File: config.mk
export PLATFORM = sky130hd
export DESIGN_NAME = dac_word_loader
export DESIGN_NICKNAME = d
export VERILOG_FILES = /design/src/rtl/dwl_pkg.sv /design/src/rtl/dwl_phase_timer.sv /design/src/rtl/dwl_req_check.sv /design/src/rtl/dwl_shifter.sv /design/src/rtl/dac_word_loader.sv
export SDC_FILE = /design/constraint.sdc
export NUM_CORES = 1
export LEC_CHECK = 0
export BUFFER_PORTS_ARGS = -buffer_cell sky130_fd_sc_hd__buf_2
export CORE_MARGIN = 2
export CORE_UTILIZATION = 57
export DETAILED_ROUTE_END_ITERATION = 12
export PLACE_DENSITY = 0.83
export SYNTH_ARGS = -nofsm -noshare
export SYNTH_HDL_FRONTEND = slang
export SYNTH_SLANG_ARGS = --single-unit
File: constraint.sdc
create_clock -name clk -period 3 [get_ports clk]
set_input_delay 0.6 -clock clk [delete_from_list [all_inputs] [get_ports clk]]
set_output_delay 0.6 -clock clk [all_outputs]
set_load 0.02 [all_outputs]
File: src/rtl/dwl_pkg.sv
// Shared types and constants of the serial DAC word loader.
// Assumes: nothing beyond IEEE 1800-2017.
package dwl_pkg;
    // Controller state: idle with the strobe high, or running a load
    typedef enum logic {
        ST_IDLE  = 1'b0,
        ST_SHIFT = 1'b1
    } dwl_state_t;

    // Minimum slot in phase periods: two phases per bit plus the take phase
    function automatic int unsigned min_slot(input int unsigned word_w);
        return 2 * word_w + 1;
    endfunction
endpackage

File: src/rtl/dwl_phase_timer.sv
// Phase timer: measures phases of (limit+1) clock cycles while run is high.
// Assumes: limit is held stable by the caller for the whole run.
module dwl_phase_timer #(
    parameter int DIV_W = 8
) (
    input  logic             clk,
    input  logic             rst_n,
    input  logic             run,
    input  logic [DIV_W-1:0] limit,
    output logic             phase_end
);
    logic [DIV_W-1:0] cnt_q;

    // Last cycle of the current phase
    assign phase_end = run && (cnt_q == limit);

    // Count cycles within a phase; restart at phase ends and while stopped
    always_ff @(posedge clk) begin
        if (!rst_n)                cnt_q <= '0;
        else if (!run || phase_end) cnt_q <= '0;
        else                        cnt_q <= cnt_q + 1'b1;
    end
endmodule

File: src/rtl/dwl_req_check.sv
// Request checker: decides whether a value fits the signed word and the slot is long enough.
// Assumes: value is two's complement with IN_W >= WORD_W.
module dwl_req_check #(
    parameter int WORD_W = 20,
    parameter int IN_W   = 24,
    parameter int SLOT_W = 12
) (
    input  logic [IN_W-1:0]   value,
    input  logic [SLOT_W-1:0] slot,
    output logic              ok
);
    localparam int TOP_W = IN_W - WORD_W + 1;
    localparam int unsigned MIN_SLOT = dwl_pkg::min_slot(WORD_W);

    logic [TOP_W-1:0] top_bits;
    logic             fits;
    logic             long_enough;

    // A value fits when all bits above the word's sign bit repeat that sign
    always_comb begin
        top_bits    = value[IN_W-1:WORD_W-1];
        fits        = (top_bits == '0) || (top_bits == '1);
        long_enough = (32'(slot) >= MIN_SLOT);
        ok          = fits && long_enough;
    end
endmodule

File: src/rtl/dwl_shifter.sv
// Word shifter: holds the word being sent and presents its next bit.
// Assumes: load and shift are never high together.
module dwl_shifter #(
    parameter int WORD_W = 20
) (
    input  logic              clk,
    input  logic              rst_n,
    input  logic              load,
    input  logic [WORD_W-1:0] load_word,
    input  logic              shift,
    output logic              msb
);
    logic [WORD_W-1:0] sr_q;

    assign msb = sr_q[WORD_W-1];

    // Capture a new word, or move the next bit up to the top
    always_ff @(posedge clk) begin
        if (!rst_n)     sr_q <= '0;
        else if (load)  sr_q <= load_word;
        else if (shift) sr_q <= {sr_q[WORD_W-2:0], 1'b0};
    end
endmodule

File: src/rtl/dac_word_loader.sv
// Serial DAC word loader: takes a checked signed value and writes it to a
// three-wire DAC, msb first, two phases per bit, then an all-low take phase.
// Sequence pulses run a zero load with the strobe low during the shift.
// Assumes: seq_start/seq_end are single-cycle pulses offered while idle.
module dac_word_loader #(
    parameter int WORD_W = 20,
    parameter int IN_W   = 24,
    parameter int DIV_W  = 8,
    parameter int SLOT_W = 12
) (
    input  logic              clk,
    input  logic              rst_n,
    input  logic              seq_start,
    input  logic              seq_end,
    input  logic              req_valid,
    output logic              req_ready,
    input  logic [IN_W-1:0]   req_value,
    input  logic [SLOT_W-1:0] req_slot,
    input  logic [DIV_W-1:0]  div_count,
    output logic              dac_sdata,
    output logic              dac_sclk,
    output logic              dac_le,
    output logic              busy,
    output logic              done,
    output logic              error
);
    import dwl_pkg::*;

    localparam int SHIFT_PHASES = 2 * WORD_W;
    localparam int PH_W         = $clog2(SHIFT_PHASES + 1);
    localparam logic [PH_W-1:0] TAKE_PHASE = PH_W'(SHIFT_PHASES);

    dwl_state_t        state_q;
    logic [PH_W-1:0]   phase_q;
    logic [DIV_W-1:0]  div_q;
    logic              zero_mode_q;
    logic              done_q;
    logic              error_q;

    logic seq_pulse, idle, accept, req_ok, start_zero, start_data, start;
    logic phase_end, shift_bit, data_bit;

    assign idle       = (state_q == ST_IDLE);
    assign seq_pulse  = seq_start || seq_end;
    assign req_ready  = idle && !seq_pulse;
    assign accept     = req_valid && req_ready;
    assign start_zero = idle && seq_pulse;
    assign start_data = accept && req_ok;
    assign start      = start_zero || start_data;
    assign shift_bit  = phase_end && phase_q[0] && (phase_q < TAKE_PHASE);

    dwl_req_check #(.WORD_W(WORD_W), .IN_W(IN_W), .SLOT_W(SLOT_W)) u_check (
        .value (req_value),
        .slot  (req_slot),
        .ok    (req_ok)
    );

    dwl_phase_timer #(.DIV_W(DIV_W)) u_timer (
        .clk       (clk),
        .rst_n     (rst_n),
        .run       (!idle),
        .limit     (div_q),
        .phase_end (phase_end)
    );

    dwl_shifter #(.WORD_W(WORD_W)) u_shift (
        .clk       (clk),
        .rst_n     (rst_n),
        .load      (start),
        .load_word (start_zero ? '0 : req_value[WORD_W-1:0]),
        .shift     (shift_bit),
        .msb       (data_bit)
    );

    // Sequence the load: start, step through phases, return to idle
    always_ff @(posedge clk) begin
        if (!rst_n) begin
            state_q     <= ST_IDLE;
            phase_q     <= '0;
            div_q       <= '0;
            zero_mode_q <= 1'b0;
            done_q      <= 1'b0;
        end else begin
            done_q <= 1'b0;
            if (idle) begin
                if (start) begin
                    state_q     <= ST_SHIFT;
                    phase_q     <= '0;
                    div_q       <= div_count;
                    zero_mode_q <= start_zero;
                end
            end else if (phase_end) begin
                if (phase_q == TAKE_PHASE) begin
                    state_q <= ST_IDLE;
                    done_q  <= 1'b1;
                end else begin
                    phase_q <= phase_q + 1'b1;
                end
            end
        end
    end

    // Error flag: refreshed by every accepted request
    always_ff @(posedge clk) begin
        if (!rst_n)      error_q <= 1'b0;
        else if (accept) error_q <= !req_ok;
    end

    // Drive the converter lines from the current phase
    always_comb begin
        if (idle) begin
            dac_sdata = 1'b0;
            dac_sclk  = 1'b0;
            dac_le    = 1'b1;
        end else if (phase_q == TAKE_PHASE) begin
            dac_sdata = 1'b0;
            dac_sclk  = 1'b0;
            dac_le    = 1'b0;
        end else begin
            dac_sdata = data_bit;
            dac_sclk  = !phase_q[0];
            dac_le    = !zero_mode_q;
        end
    end

    assign busy  = !idle;
    assign done  = done_q;
    assign error = error_q;
endmodule

Word-level counts from Yosys, hierarchy flattened
Cells that the tools add are included.
{ "word_totals": {"in_bits": 49, "word_cells": 61, "latchBits": 0, "reg_bits": 46, "output_inout_bits": 7, "mem_bits_rw": 0, "mem_bits_ro": 0, "memories": 0} }
{ "classes": {"n_mux": 18, "div": 0, "n_eq_ne": 5, "reduce_logical": 24, "n_shift": 0, "order_cmp": 2, "addsub": 2, "bitwise_logic": 2, "n_mul": 0} }
{ "ops": {"columns": ["operator", "n"], "rows": [
  ["$mux W20", 3],
  ["$mux W6", 4],
  ["$ge A12 B6 Y1 const B", 1],
  ["$mux W1", 11],
  ["$add A8 B1 Y8 const B", 1],
  ["$eq A8 B8 Y1", 1],
  ["$logic_and A1 B1 Y1", 8],
  ["$add A6 B1 Y6 const B", 1],
  ["$eq A6 B6 Y1 const B", 1],
  ["$lt A6 B6 Y1 const B", 1],
  ["$reduce_and A3 Y1", 2],
  ["$eq A5 B5 Y1 const B", 1],
  ["$logic_not A1 Y1", 5],
  ["$logic_not A5 Y1", 1],
  ["$logic_or A1 B1 Y1", 4],
  ["$reduce_bool A2 Y1", 2],
  ["$ne A2 B1 Y1 const B", 1],
  ["$ne A2 B2 Y1 const B", 1],
  ["$not A1 Y1", 2],
  ["$reduce_and A2 Y1", 1],
  ["$reduce_or A2 Y1", 1]
]} }

Longest topological paths before layout
Gate-level depths: netlist of the first run.
{ "depth": {"depth_word": 8, "mapped_depth": 7} }

Cells and area by module
From an unflattened synthesis of the first run, not the netlist that was laid out.
{ "hier_totals": {"cells_unflattened": 263, "area_unflattened_um2": 2483.6} }
{ "modules_own_cells": {"columns": ["module", "seq_area_each_um2", "area_each_um2", "cells_each", "instances"], "rows": [
  ["dwl_shifter", 400.4, 998.5, 88, 1],
  ["dac_word_loader", 360.3, 952.2, 121, 1],
  ["dwl_phase_timer", 160.2, 470.5, 46, 1],
  ["dwl_req_check", 0.0, 62.6, 8, 1]
]} }

Worst setup path after synthesis of the first run
OpenSTA, ideal clock, no wires.
{ "synth_timing": {"kind": "input to register", "from": "input port req_value[20]", "to": "register u_shift.sr_q[14]", "path_stages": 6, "n_path_buf": 2, "t_arrival_ps": 2003, "slack_ps": 911, "required_ps": 2914, "setup_ps": 86, "path_cell_list": "or4_4 -> mux2i_4 -> o2111ai_2 -> buf_2 -> buf_2 -> a221oi_2"} }
{ "synth_via": {"elab_chain_len": 6, "elab_cells_between_ends": 8} }
{ "synth_rtl": {"columns": ["element", "line", "rtl"], "rows": [
  ["start: declaration", "dac_word_loader.sv:17", "input logic [IN_W-1:0] req_value,"],
  ["$eq A5 B5 Y1 / $logic_not A5 Y1 (equally long branches)", "dwl_req_check.sv:22", "fits = (top_bits == '0) || (top_bits == '1);"],
  ["$logic_or A1 B1 Y1 (*)", "dwl_req_check.sv:22", null],
  ["$logic_and A1 B1 Y1 (*)", "dwl_req_check.sv:24", "ok = fits && long_enough;"],
  ["$logic_and A1 B1 Y1 (*)", "dac_word_loader.sv:48", "assign start_data = accept && req_ok;"],
  ["$logic_or A1 B1 Y1 (*)", "dac_word_loader.sv:49", "assign start = start_zero || start_data;"],
  ["$mux W20 / $reduce_bool A2 Y1 (equally long branches)", null, null],
  ["end signal: assignment", "dwl_shifter.sv:20", "else if (load) sr_q <= load_word;"],
  ["end signal: assignment", "dwl_shifter.sv:21", "else if (shift) sr_q <= {sr_q[WORD_W-2:0], 1'b0};"],
  ["end: declaration", "dwl_shifter.sv:13", "logic [WORD_W-1:0] sr_q;"]
]} }
Every way passes the cells marked *; elsewhere a longest branch is shown, timed or not.
A chain may end at the register's enable or synchronous reset.

Final worst setup path of the first run
{ "layout_timing": {"from": "register u_timer.cnt_q[2]", "to": "register u_shift.sr_q[19]"} }
{ "layout_via": {"elab_chain_len": 5} }
{ "layout_rtl": {"columns": ["element", "line", "rtl"], "rows": [
  ["start: declaration", "dwl_phase_timer.sv:12", "logic [DIV_W-1:0] cnt_q;"],
  ["start signal: assignment", "dwl_phase_timer.sv:21", "else cnt_q <= cnt_q + 1'b1;"],
  ["$eq A8 B8 Y1", "dwl_phase_timer.sv:15", "assign phase_end = run && (cnt_q == limit);"],
  ["$logic_and A1 B1 Y1", "dwl_phase_timer.sv:15", null],
  ["$logic_and A1 B1 Y1 (2 in a row)", "dac_word_loader.sv:50", "assign shift_bit = phase_end && phase_q[0] && (phase_q < TAKE_PHASE);"],
  ["$reduce_bool A2 Y1 (no line)", null, null]
]} }
No other way between the ends.

==> run summary, run 1 <==
Status - finished clean
CTS Buf Count - 5
Max IR drop VDD - 0.367 mV
Synthesized area - 0.00237 sq mm
Initial Util - 0.591
Initial antenna violation count - 0
Final std cells w/o fill - 361
Leak - 0.00109 uW
Syn Inst Count - 264
Clk root buf - clkbuf_8
Most common cell in the netlist - dfxtp_1
Post-CTS Setup Bufs - 0
Post-CTS sizing - 0
Synth area leaders - dfxtp_1 39%, a31oi_1 5.3%, o21ai_0 5.1%
Hold Fails Final Rpt - 0
Antenna-violating nets left - 0
Pre-antenna DRT Iters - 4
Post-Syn Nets - 316
Synth Area in Simple Gates - 0.182
Synth cell types - 42
Clock slew at reported path FFs - 0.08 ns
Met1 usage - 0.269
Dpl hpwl - 3.37 mm
I/O pins - 56
Global routing's busiest layer - met2
DR DRC count - 0
Max_cap viols - 0
Max FO, Critical Path - 20
RSZ-0062 raised after global routing - false
Layout cells sized above 1 - 0.273
Final setup TNS - 0 ns
Hold-fix buffers, CTS - 0
Fmax - 0.424 GHz
GR Util met2 - 0.405
Largest net degree at the start of global routing - 39
Least-Margin Pin Slew - 0.641 ns
Avg Inst Size Synth - 8.96 sq um
XOR/XNOR Fraction of Synth Area - 0.0518
List of most frequent post-synthesis cells - 46 x dfxtp_1, 24 x o21ai_0, 22 x nor2_1
# rows - 23
Total Routing Usage GR - 0.232
CTS max path bufs - 2
Top_reg_cell synth - dfxtp_1
Post-Route WL - 4.78 mm
Initial DRC Count - 137
Post-synthesis sequential area ratio - 0.389
Worst-Skew Late Latency - 0.30 ns
HP Class - register to register
N_diodes - 0
RD Place Congestion - 0.844
Adder-Cell Fraction of Synth Area - 0.0159
Max-slew headroom - 0.572
Largest family of logic cells by synthesized area - compound AO/OA/AOI/OAI gates
CTS H-Tree Depth - 2
Yosys warning count - 0
Clock Skews - 0.00691 ns
Tmin final - 2.36 ns
Chip height - 68.4 um
# fillers - 349
CP Data Required Time - 3.17 ns
Nets - 363
Core area - 0.00400 sq mm
Worst EP arrival - 2.53 ns
Share of the synthesized area in the top cell type - 0.389
I/O Buffers - 55
Nature of the critical path startpoint - register
Area leader, netlist - dfxtp_1
Placed cells - 354
Multiplexer share of the synthesized area - 0.0518
Die area - 0.00468 sq mm
CTS Sinks - 46
Vias post-DR - 2,095
Die width - 68.4 um
Synth Area in Compound Gates - 0.233
First-pass GRT wire length - 8.22 mm
Setup CP Type - register to register
M3 GR Usage - 0.0592
Async S/R FF share, synth - 0
Avg Vias per Cell - 5.80
Number of flops mapped to enable cells by yosys - 0
Period Utilization, post-route - 0.787
Power per cell area - 473 mW/mm^2
Final setup viols - 0
TritonCTS clock tree - built
Seq cells post-synth - 46
Number of global-route vias before repair - 1,907
Global route overflow - 0
Area growth syn-to-layout - 15.1%
CP Capture Type - register
Wire per inst - 13.2 um
Final Slew Violations - 0
-- layout make-up --
type,count,area [sq um],share of cell area
tap,50,62.6,0.0230
clock inverter,2,10.0,0.00368
clock buffer,5,68.8,0.0253
inverter,11,41.3,0.0152
timing repair buffer,61,333,0.122
sequential,46,921,0.338
multi-input combinational,186,1290,0.472
-- stage by stage --
stage | hold WS [ns] | power, uW | setup slack (ns) | area [sq um] | util
6_report | 0.506 | 1290 | 0.640 | 2720 | 0.681
5_1_grt | 0.525 | 1360 | 0.316 | 2720 | 0.681
4_1_cts | 0.511 | 1300 | 0.605 | 2720 | 0.681
3_5_place_dp | 0.496 | 949 | 0.528 | 2640 | 0.661
3_3_place_gp | 0.486 | 941 | 0.590 | 2640 | 0.661
2_1_floorplan | 0.459 | 867 | 0.911 | 2370 | -
-- flip-flops by register name (all words and copies together), names as in the netlist --
| name | count |
|---|---|
| error | 1 |
| busy | 1 |
| done | 1 |
| u_shift.sr_q | 20 |
| phase_q | 6 |
| div_q | 8 |
| u_timer.cnt_q | 8 |
| zero_mode_q | 1 |
-- final timing paths --
check / from / depth (start not counted) / endpoint / slack [ns]
min reg2reg: phase_q[1] / 2 / phase_q[1] / 0.51
min: phase_q[1] / 2 / phase_q[1] / 0.51
max: u_timer.cnt_q[2] / 6 / u_shift.sr_q[19] / 0.64
max reg2reg: u_timer.cnt_q[2] / 6 / u_shift.sr_q[19] / 0.64
-- layer usage --
layer  vias up  share of wire
li1       1066              -
met1       982           0.45
met2        39           0.49
met3         8          0.041
met4         0          0.019
met5         -              0
-- cells in the final DEF (no fill, tap or decap), types with 2 or more instances in the layout --
cell type / instances
a211oi_1: 2
a21oi_1: 3
a221oi_1: 10
a221oi_2: 8
a31oi_1: 20
and3_1: 6
buf_2: 55
buf_4: 5
clkbuf_8: 5
clkinv_2: 2
dfxtp_1: 46
ha_1: 3
inv_1: 10
mux2i_1: 10
nand2_1: 19
nand3_1: 14
nand4_1: 3
nor2_1: 22
nor2b_1: 2
nor4_1: 3
o211ai_1: 2
o21ai_0: 24
or2_2: 3
or3_1: 3
xor2_1: 13
-- power by group --
group	internal (uW)	switching, uW	total, uW
Clock	156	198	354
Combinational	110	150	259
Sequential	647	27.3	675
Total	913	375	1290
-- kinds of logic after synthesis --
group,Yosys count
simple gates,83
compound gates,75
flops,46
buf+inv,32
xor+xnor,14
mux,11
fa+ha+maj,3
-- critical path: stages (launching register included) --
cell      delay (ns)
dfxtp_1         0.42
xor2_1          0.13
nor4_4          0.35
buf_4           0.30
nand3_1         0.50
o21ai_0         0.41
a221oi_2        0.11
(Power assumes the default switching activity.)
==> run 2, diff against run 1 <==
--- a/config.mk
+++ b/config.mk
@@ -7,9 +7,9 @@
 export LEC_CHECK = 0
 export BUFFER_PORTS_ARGS = -buffer_cell sky130_fd_sc_hd__buf_2
 export CORE_MARGIN = 2
-export CORE_UTILIZATION = 57
+export CORE_UTILIZATION = 53
 export DETAILED_ROUTE_END_ITERATION = 12
-export PLACE_DENSITY = 0.83
+export PLACE_DENSITY = 0.78
 export SYNTH_ARGS = -nofsm -noshare
 export SYNTH_HDL_FRONTEND = slang
 export SYNTH_SLANG_ARGS = --single-unit
==> constraint.sdc (replaced) <==
create_clock -name clk -period 2.3 [get_ports clk]
set_input_delay 0.46 -clock clk [delete_from_list [all_inputs] [get_ports clk]]
set_output_delay 0.46 -clock clk [all_outputs]
set_load 0.02 [all_outputs]
==> run summary, run 2 (synthesis results as in run 1) <==
Final setup viols - 0 (unchanged)
CTS H-Tree Depth - 2 (unchanged)
Hold Slack - 0.380 ns (was 0.506 ns)
TritonCTS clock tree - built (unchanged)
Tmin final - 2.08 ns
Multi-input gate area - 0.00129 sq mm (unchanged)
Reg2reg path depth - 6 (unchanged)
Hold depth - 3 (was 2)
Initial DRC Count - 167 (was 137)
Most frequent cells in the layout - 55 x buf_2, 46 x dfxtp_1, 24 x o21ai_0 (unchanged)
Clk root buf - clkbuf_8 (unchanged)
CTS Buf Count - 5 (unchanged)
Max IR drop VDD - 0.339 mV (was 0.367 mV)
R2R Setup Slk - 0.23 ns (was 0.64 ns)
Fmax - 0.480 GHz
Leak - 0.00113 uW (was 0.00109 uW)
HP Class - input port to register (was register to register)
CTS Sinks - 46 (unchanged)
Initial antenna violation count - 0 (unchanged)
Pre-antenna DRT Iters - 4 (unchanged)
N_diodes - 0 (unchanged)
Dpl hpwl - 3.83 mm (was 3.37 mm)
First-pass GRT wire length - 9.32 mm (was 8.22 mm)
Worst-Skew Late Latency - 0.30 ns (about the same)
Die width - 70.8 um (was 68.4 um)
Core area - 0.00432 sq mm (was 0.00400 sq mm)
Least-Margin Pin Slew - 0.416 ns (was 0.641 ns)
Final Slew Violations - 0 (unchanged)
RSZ-0062 raised after global routing - false (unchanged)
RD Place Congestion - 0.797 (was 0.844)
Initial Util - 0.547 (was 0.591)
Chip height - 70.8 um (was 68.4 um)
Largest regs - u_shift.sr_q x20, div_q x8, u_timer.cnt_q x8 (unchanged)
Area growth syn-to-layout - 18.1% (was 15.1%)
Largest Register - u_shift.sr_q (unchanged)
Clock slew at reported path FFs - 0.08 ns (about the same)
Number of flip-flops in the largest register - 20 (unchanged)
Max FO, Critical Path - 7 (was 20)
DR DRC count - 0 (unchanged)
I/O Buffers - 55 (unchanged)
I/O pins - 56 (unchanged)
Number of global-route vias before repair - 2,145 (was 1,907)
Largest net degree at the start of global routing - 49 (was 39)
Vias post-DR - 2,205 (was 2,095)
# rows - 24 (was 23)
Max-slew headroom - 0.723 (was 0.572)
Period Utilization, post-route - 0.906
CTS max path bufs - 2 (unchanged)
# fillers - 374 (was 349)
Post-Route WL - 5.40 mm (was 4.78 mm)
Worst EP arrival - 1.62 ns (was 2.53 ns)
Hold Fails Final Rpt - 0 (unchanged)
Max_cap viols - 0 (unchanged)
Die area - 0.00501 sq mm (was 0.00468 sq mm)
Hold path endpoint - div_q[2] (was phase_q[1])
Global route overflow - 0 (unchanged)
Nets - 369 (was 363)
Clock Skews - 0.00555 ns (was 0.00691 ns)
FF-to-FF Start - u_timer.cnt_q[0] (was u_timer.cnt_q[2])
Total Routing Usage GR - 0.228 (was 0.232)
Status - finished clean (unchanged)
Register area - 921 sq um (unchanged)
Power per cell area - 625 mW/mm^2 (was 473 mW/mm^2)
Wire per inst - 14.6 um (was 13.2 um)
R2r endpoint - phase_q[4] (was u_shift.sr_q[19])
Setup CP Type - register to output port (was register to register)
Post-CTS sizing - 0 (unchanged)
Hold Crit Start - div_count[2] (was phase_q[1])
Avg Vias per Cell - 5.96 (was 5.80)
Nature of the critical path startpoint - register (unchanged)
Final setup TNS - 0 ns (unchanged)
CP Capture Type - output port (was register)
Commonest non-fill, non-tap cell in the layout - buf_2 (unchanged)
Antenna-violating nets left - 0 (unchanged)
Layout cells sized above 1 - 0.286 (was 0.273)
CP Data Required Time - 1.84 ns (was 3.17 ns)
run 2: cell count changes in the layout (fill, tap and decap cells not counted):
cell      before  now
clkbuf_1       0    1
buf_4          5   10
buf_12         1    2
clkbuf_8       5    6
clkinv_2       2    1
run 2: through the flow:
step | worst slack, ns | area [sq um] | power, uW | cells | utilization
4_1_cts | 0.116 | 2780 | 1760 | 368 | 0.643
2_1_floorplan | 0.351 | 2370 | 1130 | 264 | -
3_3_place_gp | 0.198 | 2690 | 1240 | 360 | 0.622
3_5_place_dp | 0.0924 | 2690 | 1250 | 360 | 0.622
6_report | 0.216 | 2800 | 1750 | 370 | 0.646
5_1_grt | 0.0510 | 2800 | 1820 | 370 | 0.646
run 2: cell type report:
cell class / instances / share of cell area
timing repair buffer: 67 / 0.140
clock buffer: 7 / 0.0309
clock inverter: 1 / 0.00179
sequential: 46 / 0.329
multi-input combinational: 186 / 0.460
inverter: 11 / 0.0148
tap: 52 / 0.0233
run 2: repair_timing:
| action | in CTS | in global routing |
|---|---|---|
| buffers inserted | 0 | 2 |
| setup endpoints to repair | 0 | 2 |
| hold buffers | 0 | 0 |
run 2: power by group:
group	leakage (uW)	internal (uW)	total, uW	switching (uW)
clock	0.0000482	243	512	269
sequential	0.000376	844	877	33.2
combinational	0.000704	151	358	207
run 2: worst max-delay path, cell delays in order (launching register included):
cell and delay [ns]:
dfxtp_1 0.45, inv_1 0.07, ha_1 0.20, nand4_1 0.19
inv_1 0.08, o21ai_0 0.14, buf_2 0.19
run 2: worst max path at each step:
stage	start	endpoint	slack, ns	depth (start not counted)
global placement	req_slot[4]	u_shift.sr_q[9]	0.20	7
CTS	phase_q[0]	dac_le	0.12	6
global route	phase_q[0]	dac_le	0.05	6
floorplan	req_value[20]	u_shift.sr_q[14]	0.35	6
finish	phase_q[0]	dac_le	0.22	6
detailed placement	req_slot[4]	u_shift.sr_q[7]	0.09	7
run 2: layer usage:
metal	global-route usage	part of all wire	up-vias
li1	-	-	1086
met1	0.279	0.43	1035
met2	0.385	0.50	71
met3	0.0427	0.047	13
met4	0.113	0.021	0
met5	0	0	-
